[config.mk]
export PLATFORM = sky130hd
export DESIGN_NAME = lscan_ctrl
export DESIGN_NICKNAME = d
export VERILOG_FILES = /design/src/rtl/lscan_pkg.sv /design/src/rtl/lscan_sclk_gen.sv /design/src/rtl/lscan_line_timer.sv /design/src/rtl/lscan_seq.sv /design/src/rtl/lscan_ctrl.sv
export SDC_FILE = /design/constraint.sdc
export NUM_CORES = 1
export LEC_CHECK = 0
export BUFFER_PORTS_ARGS = -buffer_cell sky130_fd_sc_hd__buf_2
export CAP_MARGIN = 20
export CORE_ASPECT_RATIO = 1.2
export CORE_MARGIN = 2
export CORE_UTILIZATION = 50
export DETAILED_ROUTE_END_ITERATION = 10
export PLACE_DENSITY = 0.78
export SYNTH_ARGS = -nofsm -noshare
export SYNTH_HDL_FRONTEND = slang
export SYNTH_SLANG_ARGS = --single-unit
[constraint.sdc]
create_clock -name clk -period 1.7 [get_ports clk]
set_input_delay 0.255 -clock clk [delete_from_list [all_inputs] [get_ports clk]]
set_output_delay 0.255 -clock clk [all_outputs]
set_load 0.05 [all_outputs]
[src/rtl/lscan_pkg.sv]
package lscan_pkg;

  typedef enum logic [2:0] {
    SQ_CMD        = 3'd0,
    SQ_WAIT_LINE  = 3'd1,
    SQ_WAIT_START = 3'd2,
    SQ_DATA       = 3'd3,
    SQ_STOP       = 3'd4
  } lsc_state_e;

endpackage

[src/rtl/lscan_sclk_gen.sv]
module lscan_sclk_gen #(
  parameter int SCLK_HALF = 24
) (
  input  logic clk,
  input  logic rst_n,
  output logic sclk,
  output logic rise_evt,
  output logic fall_evt
);
  localparam int CW = (SCLK_HALF > 1) ? $clog2(SCLK_HALF) : 1;
  localparam logic [CW-1:0] LAST = CW'(SCLK_HALF - 1);

  logic [CW-1:0] cnt_q, cnt_d;
  logic          sclk_d;
  logic          wrap;

  always_comb begin
    wrap     = (cnt_q == LAST);
    cnt_d    = wrap ? '0 : cnt_q + CW'(1);
    sclk_d   = wrap ? ~sclk : sclk;
    rise_evt = wrap & ~sclk;
    fall_evt = wrap & sclk;
  end

  always_ff @(posedge clk or negedge rst_n) begin
    if (!rst_n) begin
      cnt_q <= '0;
      sclk  <= 1'b0;
    end else begin
      cnt_q <= cnt_d;
      sclk  <= sclk_d;
    end
  end

endmodule

[src/rtl/lscan_line_timer.sv]
module lscan_line_timer #(
  parameter int LINE_W = 16
) (
  input  logic              clk,
  input  logic              rst_n,
  input  logic              run,
  input  logic [LINE_W-1:0] period,
  output logic              tick
);
  logic [LINE_W-1:0] tmr_q, tmr_d;

  always_comb begin
    tick = run && (tmr_q == '0);
    if (!run)
      tmr_d = '0;
    else if (tick)
      tmr_d = period - LINE_W'(1);
    else
      tmr_d = tmr_q - LINE_W'(1);
  end

  always_ff @(posedge clk or negedge rst_n) begin
    if (!rst_n) tmr_q <= '0;
    else        tmr_q <= tmr_d;
  end

endmodule

[src/rtl/lscan_seq.sv]
module lscan_seq
  import lscan_pkg::*;
#(
  parameter int ADDR_W    = 11,
  parameter int CMD_BITS  = 32,
  parameter int PIX_BASE  = 512,
  parameter int PIX_BYTES = 102
) (
  input  logic              clk,
  input  logic              rst_n,
  input  logic              rise_evt,
  input  logic              fall_evt,
  input  logic              tick,
  input  logic              sdout,
  input  logic              rdata,
  output logic [ADDR_W-1:0] addr,
  output logic              sdin,
  output logic              we,
  output logic              wdata,
  output logic              done,
  output logic              run
);
  localparam logic [ADDR_W-1:0] CMD_END = ADDR_W'(CMD_BITS);
  localparam logic [ADDR_W-1:0] BASE    = ADDR_W'(PIX_BASE);
  localparam logic [ADDR_W-1:0] PEND    = ADDR_W'(PIX_BASE + 8 * PIX_BYTES);

  lsc_state_e        state_q, state_d;
  logic [ADDR_W-1:0] addr_q, addr_d;
  logic              sdin_q, sdin_d;
  logic              we_q, we_d;
  logic              wd_q, wd_d;
  logic              done_q, done_d;

  always_comb begin
    state_d = state_q;
    addr_d  = addr_q;
    sdin_d  = sdin_q;
    we_d    = 1'b0;
    wd_d    = wd_q;
    done_d  = 1'b0;
    unique case (state_q)
      SQ_CMD: begin
        if (fall_evt) begin
          if (addr_q == CMD_END) begin
            sdin_d  = 1'b0;
            addr_d  = BASE;
            state_d = SQ_WAIT_LINE;
          end else begin
            sdin_d = rdata;
            addr_d = addr_q + ADDR_W'(1);
          end
        end
      end
      SQ_WAIT_LINE: begin
        if (tick) state_d = SQ_WAIT_START;
      end
      SQ_WAIT_START: begin
        if (rise_evt && !sdout) state_d = SQ_DATA;
      end
      SQ_DATA: begin
        if (rise_evt) begin
          we_d = 1'b1;
          wd_d = sdout;
        end
        if (we_q) begin
          addr_d = addr_q + ADDR_W'(1);
          if (&addr_q[2:0]) state_d = SQ_STOP;
        end
      end
      SQ_STOP: begin
        if (rise_evt) begin
          if (addr_q == PEND) begin
            done_d  = 1'b1;
            addr_d  = BASE;
            state_d = SQ_WAIT_LINE;
          end else begin
            state_d = SQ_WAIT_START;
          end
        end
      end
      default: state_d = SQ_CMD;
    endcase
  end

  always_ff @(posedge clk or negedge rst_n) begin
    if (!rst_n) begin
      state_q <= SQ_CMD;
      addr_q  <= '0;
      sdin_q  <= 1'b0;
      we_q    <= 1'b0;
      wd_q    <= 1'b0;
      done_q  <= 1'b0;
    end else begin
      state_q <= state_d;
      addr_q  <= addr_d;
      sdin_q  <= sdin_d;
      we_q    <= we_d;
      wd_q    <= wd_d;
      done_q  <= done_d;
    end
  end

  assign addr  = addr_q;
  assign sdin  = sdin_q;
  assign we    = we_q;
  assign wdata = wd_q;
  assign done  = done_q;
  assign run   = (state_q != SQ_CMD);

endmodule

[src/rtl/lscan_ctrl.sv]
module lscan_ctrl #(
  parameter int SCLK_HALF = 24,
  parameter int ADDR_W    = 11,
  parameter int CMD_BITS  = 32,
  parameter int PIX_BASE  = 512,
  parameter int PIX_BYTES = 102,
  parameter int LINE_W    = 16
) (
  input  logic              clk,
  input  logic              rst_n,
  input  logic [LINE_W-1:0] line_period,
  output logic              sensor_sclk,
  output logic              sensor_sdin,
  input  logic              sensor_sdout,
  output logic [ADDR_W-1:0] ram_addr,
  input  logic              ram_rdata,
  output logic              ram_wdata,
  output logic              ram_we,
  output logic              line_done
);
  logic [1:0] rst_sync_q;
  logic       rst_int_n;
  logic       rise_evt, fall_evt, tick, run;

  // assert at once, release two clocks later
  always_ff @(posedge clk or negedge rst_n) begin
    if (!rst_n) rst_sync_q <= 2'b00;
    else        rst_sync_q <= {rst_sync_q[0], 1'b1};
  end
  assign rst_int_n = rst_sync_q[1];

  lscan_sclk_gen #(.SCLK_HALF(SCLK_HALF)) u_sclk (
    .clk      (clk),
    .rst_n    (rst_int_n),
    .sclk     (sensor_sclk),
    .rise_evt (rise_evt),
    .fall_evt (fall_evt)
  );

  lscan_line_timer #(.LINE_W(LINE_W)) u_timer (
    .clk    (clk),
    .rst_n  (rst_int_n),
    .run    (run),
    .period (line_period),
    .tick   (tick)
  );

  lscan_seq #(
    .ADDR_W    (ADDR_W),
    .CMD_BITS  (CMD_BITS),
    .PIX_BASE  (PIX_BASE),
    .PIX_BYTES (PIX_BYTES)
  ) u_seq (
    .clk      (clk),
    .rst_n    (rst_int_n),
    .rise_evt (rise_evt),
    .fall_evt (fall_evt),
    .tick     (tick),
    .sdout    (sensor_sdout),
    .rdata    (ram_rdata),
    .addr     (ram_addr),
    .sdin     (sensor_sdin),
    .we       (ram_we),
    .wdata    (ram_wdata),
    .done     (line_done),
    .run      (run)
  );

endmodule

After elaboration in Yosys (flattened, before gate mapping)
Index checks and enable logic that the tools add are counted.
{ "totals": {"regBits": 42, "in_bits": 20, "output_inout_bits": 16, "wordCells": 68} }
{ "op_classes": {"add_sub_neg": 4, "bitwise_logic": 3, "eq_ne": 15, "reduce_logical": 12, "muxes": 24} }
{ "op_table": {"columns": ["cell", "n"], "rows": [
  ["$mux W11", 5],
  ["$pmux W11 S3", 1],
  ["$mux W16", 2],
  ["$sub A16 B1 Y16 const B", 2],
  ["$mux W3", 7],
  ["$logic_not A16 Y1", 1],
  ["$pmux W3 S5", 1],
  ["$ne A2 B1 Y1 const B", 6],
  ["$add A11 B1 Y11 const B", 1],
  ["$eq A11 B11 Y1 const B", 1],
  ["$eq A11 B6 Y1 const B", 1],
  ["$reduce_and A7 Y1", 1],
  ["$eq A3 B2 Y1 const B", 2],
  ["$mux W1", 6],
  ["$reduce_bool A3 Y1", 2],
  ["$add A5 B1 Y5 const B", 1],
  ["$eq A5 B5 Y1 const B", 1],
  ["$mux W5", 1],
  ["$reduce_and A5 Y1", 1],
  ["$ne A2 B2 Y1 const B", 2],
  ["$reduce_and A2 Y1", 2],
  ["$eq A3 B1 Y1 const B", 1],
  ["$eq A3 B3 Y1 const B", 1],
  ["$logic_not A3 Y1", 1],
  ["other kinds (6)", 8]
]} }

Depth between registers and ports, before layout
Gate-level depths: netlist of run 1.
{ "depth": {"word_depth": 5, "ltp_mapped": 12, "depth_no_buf": 10} }

Modules after synthesis
From an unflattened synthesis of run 1, not the netlist that was laid out.
{ "hier_totals": {"cells_unflattened": 260, "area_unflattened_um2": 2621.3} }
{ "by_module_without_submodules": {"columns": ["mod", "cells_each", "area_per_inst_um2", "instances"], "rows": [
  ["lscan_line_timer", 132, 1209.9, 1],
  ["lscan_seq", 105, 1088.5, 1],
  ["lscan_sclk_gen", 20, 269.0, 1],
  ["lscan_ctrl", 3, 53.8, 1]
]} }

Least setup slack after synthesis of run 1
No wires, ideal clock.
{ "synth_timing": {"path_type": "reg2reg", "start": "register u_seq.state_q[1]", "end": "register u_timer.tmr_q[10]", "path_slack_ns": -1.001, "synth_period_minus_slack_ns": 2.701, "path_stages_with_launch": 13, "path_buffers": 2, "arrival_time_ns": 2.569, "cell_sequence": "dfrtp_1 clkbuf_1 nor3_2 or3_4 nor2_4 buf_6 a21oi_1 ha_1 nand3b_1 a311oi_1 o211ai_1 xnor2_1 nor2_1"} }
{ "synth_between": {"elab_chain_cells": 4} }
{ "synth_rtl": {"columns": ["item", "line", "text"], "rows": [
  ["from (decl)", "lscan_seq.sv:27", "lsc_state_e state_q, state_d;"],
  ["from (signal assigned)", "lscan_seq.sv:94", "state_q <= state_d;"],
  ["$reduce_bool A3 Y1 (*)", "lscan_seq.sv:108", "assign run = (state_q != SQ_CMD);"],
  ["$logic_and A1 B1 Y1", "lscan_line_timer.sv:13", "tick = run && (tmr_q == '0);"],
  ["$mux W16", "lscan_line_timer.sv:16", "else if (tick)"],
  ["$mux W16 (*)", "lscan_line_timer.sv:14", "if (!run)"],
  ["via u_timer.tmr_d[10]", "lscan_line_timer.sv:10", "logic [LINE_W-1:0] tmr_q, tmr_d;"],
  ["to (signal assigned)", "lscan_line_timer.sv:24", "else tmr_q <= tmr_d;"],
  ["to (decl)", "lscan_line_timer.sv:10", null]
]} }
Mark *: on every way through the listed nets, which the timed path passes. The rest lies on a longest branch.
A chain may end at the register's enable or synchronous reset.

Worst setup path after layout of run 1
{ "layout_timing": {"start": "register u_timer.tmr_q[9]", "end": "register u_timer.tmr_q[10]"} }
{ "layout_between": {"elab_chain_cells": 4} }
{ "layout_rtl": {"columns": ["item", "line"], "rows": [
  ["branches (longest 2 deep; another with $sub A16 B1 Y16)", null],
  ["$mux W16 (*)", "lscan_line_timer.sv:16"],
  ["$mux W16 (*)", "lscan_line_timer.sv:14"],
  ["via u_timer.tmr_d[10]", "lscan_line_timer.sv:10"]
]} }
Mark *: on every way through the listed nets, which the timed path passes.

==> qor.csv, run 1 <==
metric,value,unit
async set-reset flop share out of synthesis,100,%
net count of the mapped netlist,294,
post-synthesis to final-layout area growth,68.0,%
Yosys warning count,0,
most numerous cell types in the synthesized netlist,"42 x sky130_fd_sc_hd__dfrtp_1, 31 x sky130_fd_sc_hd__nor2_1, 21 x sky130_fd_sc_hd__o21ai_0, 20 x sky130_fd_sc_hd__a21oi_1, 15 x sky130_fd_sc_hd__nor3_1",
power density normalized to cell area,469,mW/mm2
design area,0.00409,mm2
die area,0.00545,mm2
Site Rows,27,
clock net sink count,42,
design internal power,1.48,mW
deepest clock path buffer count,2,
primary flip-flop cell chosen by synthesis mapping,sky130_fd_sc_hd__dfrtp_1,
placed inst area,0.00334,mm2
Final min period,2.58,ns
layout cell share with drive strength beyond 1,54.5,%
category of the worst setup path capture point,flip-flop,
sequential cell area fraction in the yosys report,43.1,%
antenna diode count,0,
pin count of the biggest net entering global routing,26,
relative contribution of combinational cells to total power,5.6,%
number of buffers added by the clock tree synthesis step,5,
syn avg cell area,9.06,um2
wire length after detailed routing,10400,um
biggest area contributors in the synthesized netlist,"sky130_fd_sc_hd__dfrtp_1 43%, sky130_fd_sc_hd__nor2_1 4.8%, sky130_fd_sc_hd__o21ai_0 4.3%",
TNS Setup,-15.49,ns
clock root buffer,sky130_fd_sc_hd__clkbuf_8,
Via density,6.43,
GRT Resource Usage Total,35.3,%
post-synth top area cell,sky130_fd_sc_hd__dfrtp_1,
top fanout value on the critical path,4,
remaining global-route overflow,0,
Worst VDD drop,0.000531,V
total number of vias,3043,
DRC violations left,0,
result of the run,finished with violations,
Reg2Reg Setup Slack,-0.88,ns
highest clock rate,388,MHz
Final Cycle Share,151,%
Synth Cell Area,0.00244,mm2
number of different library cells in the post-synthesis netlist,55,
detailed-placement wirelength estimate,5070,um
reported leakage power,1.86,nW
sequential cell fraction of total power,52.3,%
Setup Skew,0.0134,ns
CTS H-Tree Depth,2,
relative slew slack,52.7,%
placeable core region,0.00463,mm2
number of synthesized register bits,42,
number of pins with negative max-slew slack in the final report,0,
DRT antenna net count,0,
number of setup violations in the final report,29,
net switching power figure,0.436,mW
width of the chip,67.7,um
drt initial violations,327,
global-route wire length before repair,14400,um
DR WL/cell,21.9,um
switching share of power,22.7,%
number of maximum-capacitance violations,0,
violated checks,setup timing,
total count of hold-check failures in the final report,0,
share of Yosys cell area claimed by the top area cell type,43.1,%
# nets final,439,
"Req. time, crit path",1.89,ns
clock transition at the registers of the reported paths,0.08,ns
final critical-path setup slack,-0.875,ns
effective utilization at floorplan,52.6,%
clock insertion delay at the later pin of the skew report,0.31,ns
most repeated cell in the gate-level netlist after synthesis,sky130_fd_sc_hd__dfrtp_1,
clock tree from TritonCTS,done,
Port Buffer Count,35,
Cells after Synth,269,
Arrival @ worst endpoint,2.76,ns
top-level port count,36,
antenna violations before repair,0,
Tightest Hold Check Type,input pin to flip-flop,
critical setup path kind,flip-flop to flip-flop,
worst slew pin tran,0.700,ns
setup repair after global routing missed its margin,true,
CP Launch Type,flip-flop,
via count of the first global-routing pass,3001,
count of flip-flops with a built-in enable after synthesis,0,
relative contribution of the clock network to total power,42.1,%
Placer Congestion,0.946,
die height,80.5,um
first-pass detailed-route iteration total,5,
[critical path, cell delays in order (launching register included)]
cell                       delay [ns]
sky130_fd_sc_hd__dfrtp_1         0.40
sky130_fd_sc_hd__or4_4           0.54
sky130_fd_sc_hd__or3_4           0.37
sky130_fd_sc_hd__nor2_4          0.15
sky130_fd_sc_hd__a21oi_2         0.11
sky130_fd_sc_hd__ha_4            0.17
sky130_fd_sc_hd__nand3b_1        0.22
sky130_fd_sc_hd__a311oi_2        0.12
sky130_fd_sc_hd__o211ai_1        0.17
sky130_fd_sc_hd__xnor2_1         0.15
sky130_fd_sc_hd__nor2_1          0.06
[sequential cells by signal (all words and copies together), names as in the netlist]
| register | count |
|---|---|
| u_sclk.cnt_q | 5 |
| u_seq.done | 1 |
| rst_sync_q | 2 |
| u_timer.tmr_q | 16 |
| u_seq.addr | 11 |
| u_sclk.sclk | 1 |
| u_seq.sdin | 1 |
| u_seq.we | 1 |
| u_seq.state_q | 3 |
| u_seq.wdata | 1 |
[cells by family (layout without fill, tap and decap cells)]
kind of cell               Yosys count  count (layout)  synth area share (%)
xor gates and xnor gates             9               9                  3.24
muxes                                1               1                 0.462
buffers and inverters               17             163                  2.93
AOI/OAI and AO/OA                   84              84                  22.8
other                                1               1                 0.154
and+or+nand+nor                    110             110                  24.7
DFF                                 42              42                  43.1
adders and majority gates            5               5                  2.57
[worst paths after layout]
check	startpoint	to	depth (start not counted)
max in group asynchronous	rst_sync_q[1]	u_sclk.cnt_q[0]	1
min reg2reg	rst_sync_q[1]	u_seq.addr[5]	1
max	u_timer.tmr_q[9]	u_timer.tmr_q[10]	10
min in group asynchronous	rst_sync_q[1]	u_seq.addr[5]	1
min	ram_rdata	u_seq.sdin	3
max reg2reg	u_timer.tmr_q[9]	u_timer.tmr_q[10]	10
[power by group through the flow]
stage / Combinational, mW / Sequential (mW) / Clock, mW
floorplan: 0.0141 / 1.04 / 0
global placement: 0.0932 / 1.02 / 0
detailed placement: 0.0954 / 1.02 / 0
CTS: 0.0983 / 1.00 / 0.798
global route: 0.113 / 1.00 / 0.852
finish: 0.107 / 1.00 / 0.808
[routing by layer]
metal / vias up / global-route usage, % / share of wire, %
met1: 1466 / 39.6 / 37
li1: 1301 / - / -
met3: 61 / 8.82 / 7.6
met4: 0 / 21.6 / 5.3
met2: 215 / 58.7 / 50
met5: - / 0 / 0
[through the flow]
stage	hold slack, ns	instances	setup slack (ns)	util (%)	power (mW)
after global routing	0.191	473	-0.928	88.4	1.97
after detailed placement	0.0446	441	-0.749	72.1	1.12
after CTS	0.201	466	-0.769	82.5	1.90
after floorplan	-0.0406	269	-0.912	-	1.05
final	0.200	473	-0.875	88.4	1.92
after global placement	0.0396	441	-0.641	72.1	1.12
[timing repair]
item | in CTS | in global routing
setup endpoints to repair | 30 | 32
gates resized for setup | 60 | 44
buffers inserted | 17 | 11
pin swaps | 24 | 19
hold buffers | 1 | 0
hold endpoints to repair | 2 | 0
gates cloned | 2 | 0
[cell usage in the layout (no fill, tap or decap), drive strengths merged, types with 3 or more instances in the layout]
cell type and n:
nand2b 4, xnor2 6, dfrtp 42, and3 7, o2111ai 3, or3 3, xor2 3, ha 5
nor4 3, o22ai 3, a21oi 20, nand3 10, nor3 17, o31ai 6, inv 10, o21ai 22
nand4b 3, nor2 32, buf 144, clkbuf 7, nand2 12, o211ai 5, a31oi 6, nand4 5
or4 3
[cell type report]
type,instances,area [um2]
Multi-Input combinational cell,210,1740
Timing Repair Buffer,145,1080
Sequential cell,42,1060
Fill cell,206,537
Clock buffer,7,76.3
Tap cell,58,72.6
Inverter,10,37.5
Clock inverter,1,30.0
No activity file was read; power rests on OpenSTA's default activity.
==> inputs of run 2 (changes only) <==
--- a/config.mk
+++ b/config.mk
@@ -5,13 +5,14 @@
 export SDC_FILE = /design/constraint.sdc
 export NUM_CORES = 1
 export LEC_CHECK = 0
+export ABC_AREA = 0
 export BUFFER_PORTS_ARGS = -buffer_cell sky130_fd_sc_hd__buf_2
 export CAP_MARGIN = 20
 export CORE_ASPECT_RATIO = 1.2
 export CORE_MARGIN = 2
 export CORE_UTILIZATION = 50
 export DETAILED_ROUTE_END_ITERATION = 10
-export PLACE_DENSITY = 0.78
+export PLACE_DENSITY = 0.81
 export SYNTH_ARGS = -nofsm -noshare
 export SYNTH_HDL_FRONTEND = slang
 export SYNTH_SLANG_ARGS = --single-unit
==> constraint.sdc (replaced) <==
create_clock -name clk -period 2.3 [get_ports clk]
set_input_delay 0.345 -clock clk [delete_from_list [all_inputs] [get_ports clk]]
set_output_delay 0.345 -clock clk [all_outputs]
set_load 0.05 [all_outputs]
==> run 2 against run 1 <==
  * The run still ends with setup timing left
  * Highest routed layer unchanged
  * Largest power group unchanged
  * Flip-flop and latch count unchanged
  * Register-to-register slack better by 0.75 ns
  * Critical endpoint is now u_timer.tmr_q[8]
  * Critical path type unchanged
  * Clock power decreased by 40%
==> qor.csv, run 2 (synthesis gave the netlist of run 1 again) <==
metric,value,unit
Port Buffer Count,35,
"most common cell after layout, fill and taps aside",sky130_fd_sc_hd__dfrtp_1,
Final Cycle Share,105,%
number of cell instances on the worst register-to-register path,10,
clock insertion delay at the later pin of the skew report,0.30,ns
Site Rows,27,
total count of hold-check failures in the final report,0,
antenna violations before repair,0,
deepest clock path buffer count,2,
result of the run,finished with violations,
clock transition at the registers of the reported paths,0.08,ns
category of the worst setup path capture point,flip-flop,
highest-count cells in the layout ignoring fill and taps,"42 x sky130_fd_sc_hd__dfrtp_1, 35 x sky130_fd_sc_hd__buf_2, 31 x sky130_fd_sc_hd__nor2_1, 30 x sky130_fd_sc_hd__buf_4, 20 x sky130_fd_sc_hd__o21ai_0",
effective utilization at floorplan,52.6,%
number of maximum-capacitance violations,0,
placed inst area,0.00288,mm2
power density normalized to cell area,427,mW/mm2
cell breakdown of the critical path,or4_4 -> or3_4 -> nor2_4 -> a21oi_2 -> ha_2 -> nand3b_1 -> a311oi_2 -> buf_4 -> xor2_1 -> nor2_1,
# nets final,360,
DR WL/cell,15.1,um
number of pins with negative max-slew slack in the final report,0,
DRC violations left,0,
die area,0.00545,mm2
Setup Skew,0.00922,ns
Via density,6.00,
Layout fillers,381,
drt initial violations,194,
setup repair after global routing missed its margin,true,
Worst VDD drop,0.000281,V
worst setup slack after placement,-0.0615,ns
area taken by flip-flops and latches,0.00105,mm2
DRT antenna net count,0,
TNS Setup,-0.578,ns
CTS H-Tree Depth,2,
start of the worst register-to-register path,u_timer.tmr_q[9],
Final min period,2.42,ns
top fanout value on the critical path,4,
number of setup violations in the final report,6,
Top reg by flops,u_timer.tmr_q,
top-level port count,36,
number of buffers added by the clock tree synthesis step,5,
flip-flop count of the largest register after layout,16,
final critical-path setup slack,-0.125,ns
global-route wire length before repair,10300,um
width of the chip,67.7,um
design area,0.00301,mm2
reported leakage power,1.37,nW
GRT Resource Usage Total,24.5,%
critical setup path kind,flip-flop to flip-flop,
Arrival @ worst endpoint,2.65,ns
violated checks,setup timing,
clock tree from TritonCTS,done,
detailed-placement wirelength estimate,4290,um
pin count of the biggest net entering global routing,33,
die height,80.5,um
clock net sink count,42,
wire length after detailed routing,5920,um
clock root buffer,sky130_fd_sc_hd__clkbuf_8,
Design Power,1.28,mW
CP Launch Type,flip-flop,
post-synthesis to final-layout area growth,23.5,%
placeable core region,0.00463,mm2
delay of the slowest cell on the worst path,0.54,ns
highest clock rate,412,MHz
first-pass detailed-route iteration total,4,
total number of vias,2352,
Reg2Reg Setup Slack,-0.12,ns
Placer Congestion,0.932,
Post-Place Cells,383,
antenna diode count,0,
"Req. time, crit path",2.53,ns
layout cell share with drive strength beyond 1,26.9,%
critical register-to-register path endpoint,u_timer.tmr_q[8],
final standard cell count with taps included and fillers excluded,392,
CP max-delay cell,sky130_fd_sc_hd__or4_4,
Tightest Hold Check Type,flip-flop to async pin,
remaining global-route overflow,0,
multi-input logic area,0.00135,mm2
via count of the first global-routing pass,2331,
run 2: cell types whose count changed in the layout (fill, tap and decap cells not counted), sizes merged:
cell | previous run | this run
bufinv | 1 | 0
buf | 144 | 65
clkbuf | 7 | 6
run 2: metrics by stage:
step | utilization [%] | hold WS, ns
finish | 65.0 | 0.151
global route | 65.0 | 0.204
CTS | 64.4 | 0.167
detailed placement | 62.2 | 0.133
global placement | 62.2 | 0.132
floorplan | - | 0.0494
run 2: how the worst max path moves through the flow:
stage                           from                to  slack, ns  cells past startpoint
floorplan           u_timer.tmr_q[9]  u_timer.tmr_q[6]      -0.31                     11
global placement    u_timer.tmr_q[9]  u_timer.tmr_q[6]      0.005                     10
detailed placement  u_timer.tmr_q[9]  u_timer.tmr_q[6]      -0.06                     10
CTS                 u_timer.tmr_q[9]  u_timer.tmr_q[8]      -0.06                     10
global route        u_timer.tmr_q[9]  u_timer.tmr_q[8]      -0.27                     10
finish              u_timer.tmr_q[9]  u_timer.tmr_q[8]      -0.12                     10
run 2: critical path, delay by kind of cell, from the launching register on:
family	cells	cell delay, ns
compound gates	2	0.16
xor+xnor	1	0.13
fa+ha+maj	1	0.19
buf+inv	1	0.16
flops	1	0.39
simple gates	5	1.33
run 2: where the power goes:
part | switching, mW | internal [mW] | leakage (nW)
clock | 0.250 | 0.232 | 0.0431
sequential | 0.00376 | 0.740 | 0.544
combinational | 0.0378 | 0.0209 | 0.788
total | 0.291 | 0.993 | 1.37
run 2: final cells by class:
class / count / area share (%)
Multi-Input combinational cell: 210 / 45.0
Sequential cell: 42 / 34.9
Timing Repair Buffer: 66 / 13.6
Clock buffer: 6 / 2.75
Tap cell: 58 / 2.41
Inverter: 10 / 1.25
run 2: repair_timing:
item                                    in CTS  in global routing
gates resized for setup                      1                  4
hold buffers                                 1                  0
pin swaps                                    4                  5
hold endpoints to repair                     2                  0
endpoints found under the setup margin       5                 17
setup buffers                                1                  1
run 2: layer usage:
metal / up-vias / global-route usage, % / part of all wire (%)
met1: 1137 / 30.8 / 44
met5: - / 0 / 0
met3: 14 / 3.92 / 3.8
li1: 1142 / - / -
met4: 0 / 9.18 / 2.1
met2: 59 / 41.6 / 50
==> inputs of run 3 (changes only) <==
==> constraint.sdc (replaced) <==
create_clock -name clk -period 2.3 [get_ports clk]
set_input_delay 0.115 -clock clk [delete_from_list [all_inputs] [get_ports clk]]
set_output_delay 0.115 -clock clk [all_outputs]
set_load 0.05 [all_outputs]
==> run 3 against run 2 <==
  * Total power rose by 9.5%
  * First-iteration DRC count fell by 6.7%
  * Critical endpoint is now u_timer.tmr_q[10]
  * Global-route usage fell by 0.82 points
  * Non-clock buffer count did not move
  * Cell count rose by 0.51%
  * Flip-flop and latch count did not move
  * Fmax fell by 0.35%
  * The flow still finishes with violations (setup timing)
==> qor.csv, run 3 (synthesis gave the netlist of run 1 again) <==
metric,value,unit
via count of the first global-routing pass,2181,
remaining global-route overflow,0,
global-route wire length before repair,9870,um
result of the run,finished with violations,
Design Power,1.41,mW
total number of vias,2414,
"most common cell after layout, fill and taps aside",sky130_fd_sc_hd__dfrtp_1,
Final min period,2.43,ns
core occupancy in the finished layout,66.7,%
top-level port count,36,
Via density,6.13,
Reg2Reg Setup Slack,-0.13,ns
flip-flop count of the largest register after layout,16,
pin count of the biggest net entering global routing,33,
worst slew pin tran,0.531,ns
TNS Setup,-0.573,ns
final hold slack,0.0629,ns
first-pass detailed-route iteration total,5,
category of the worst setup path capture point,flip-flop,
critical setup path kind,flip-flop to flip-flop,
design area,0.00309,mm2
# nets final,360,
power density normalized to cell area,455,mW/mm2
top fanout value on the critical path,4,
clock net sink count,42,
Placer Congestion,0.984,
Port Buffer Count,35,
drt initial violations,181,
critical register-to-register path endpoint,u_timer.tmr_q[10],
number of setup violations in the final report,5,
Top reg by flops,u_timer.tmr_q,
deepest clock path buffer count,2,
number of buffers added by the clock tree synthesis step,5,
wire length after detailed routing,6090,um
Final Cycle Share,106,%
placeable core region,0.00463,mm2
final standard cell count with taps included and fillers excluded,394,
clock root buffer,sky130_fd_sc_hd__clkbuf_8,
highest-count cells in the layout ignoring fill and taps,"42 x sky130_fd_sc_hd__dfrtp_1, 35 x sky130_fd_sc_hd__buf_2, 30 x sky130_fd_sc_hd__nor2_1, 30 x sky130_fd_sc_hd__buf_4, 18 x sky130_fd_sc_hd__o21ai_0",
DRT antenna net count,0,
effective utilization at floorplan,52.6,%
setup repair after global routing missed its margin,true,
DRC violations left,0,
Tightest Hold Check Type,input pin to flip-flop,
worst setup slack after placement,-0.130,ns
GRT Resource Usage Total,23.7,%
detailed-placement wirelength estimate,4290,um
Post-Place Cells,383,
clock insertion delay at the later pin of the skew report,0.30,ns
CTS H-Tree Depth,2,
critical path startpoint,u_timer.tmr_q[9],
start of the worst register-to-register path,u_timer.tmr_q[9],
Worst VDD drop,0.000343,V
DR WL/cell,15.5,um
reported leakage power,1.41,nW
Site Rows,27,
start point of the worst hold path,ram_rdata,
layout cell share with drive strength beyond 1,30.1,%
antenna violations before repair,0,
Arrival @ worst endpoint,2.62,ns
"Req. time, crit path",2.48,ns
post-synthesis to final-layout area growth,26.8,%
final critical-path setup slack,-0.133,ns
antenna diode count,0,
violated checks,setup timing,
placed inst area,0.00288,mm2
number of cell instances on the worst register-to-register path,10,
"Endpoint, Worst Hold",u_seq.sdin,
highest clock rate,411,MHz
CP Launch Type,flip-flop,
clock tree from TritonCTS,done,
total count of hold-check failures in the final report,0,
Setup Skew,0.0103,ns
number of pins with negative max-slew slack in the final report,0,
die area,0.00545,mm2
clock transition at the registers of the reported paths,0.09,ns
number of maximum-capacitance violations,0,
cell count of the worst hold path,3,
relative slew slack,64.3,%
width of the chip,67.7,um
die height,80.5,um
-- run 3: layout make-up --
cell class	count	area (um2)
Sequential cell	42	1050
Timing Repair Buffer	66	410
Clock inverter	3	45.0
Multi-Input combinational cell	210	1400
Clock buffer	5	68.8
Inverter	10	37.5
Tap cell	58	72.6
Fill cell	369	1540
-- run 3: critical path, cell delays in order (launching register included) --
cell and delay [ns]:
sky130_fd_sc_hd__dfrtp_1 0.39, sky130_fd_sc_hd__or4_4 0.54, sky130_fd_sc_hd__or3_4 0.36, sky130_fd_sc_hd__nor2_4 0.14
sky130_fd_sc_hd__a21oi_2 0.08, sky130_fd_sc_hd__ha_2 0.17, sky130_fd_sc_hd__nand3b_1 0.15, sky130_fd_sc_hd__a311oi_1 0.09
sky130_fd_sc_hd__o211ai_1 0.14, sky130_fd_sc_hd__xnor2_1 0.17, sky130_fd_sc_hd__nor2_1 0.08
-- run 3: how the worst max path moves through the flow --
stage	slack [ns]	endpoint	cells past startpoint
after floorplan	-0.31	u_timer.tmr_q[6]	11
after global placement	-0.03	u_timer.tmr_q[6]	10
after detailed placement	-0.13	u_timer.tmr_q[6]	10
after CTS	-0.12	u_timer.tmr_q[10]	10
after global routing	-0.25	u_timer.tmr_q[6]	10
final	-0.13	u_timer.tmr_q[10]	10
-- run 3: layer usage --
layer,wire (um),global-route usage (%)
met1,2670,31.1
met2,3020,38.7
met3,271,3.50
met4,135,9.18
met5,0,0
-- run 3: power by group --
group          internal (mW)  switching, mW  leakage (nW)
combinational         0.0204         0.0382         0.813
sequential             0.740        0.00397         0.544
clock                  0.323          0.280        0.0504
-- run 3: timing repair --
item | 4_1_cts | 5_1_grt
endpoints found under the setup margin | 5 | 18
pin swaps | 4 | 4
hold buffers | 1 | 0
setup buffers | 0 | 2
gates resized for setup | 2 | 14
hold endpoints to repair | 2 | 0
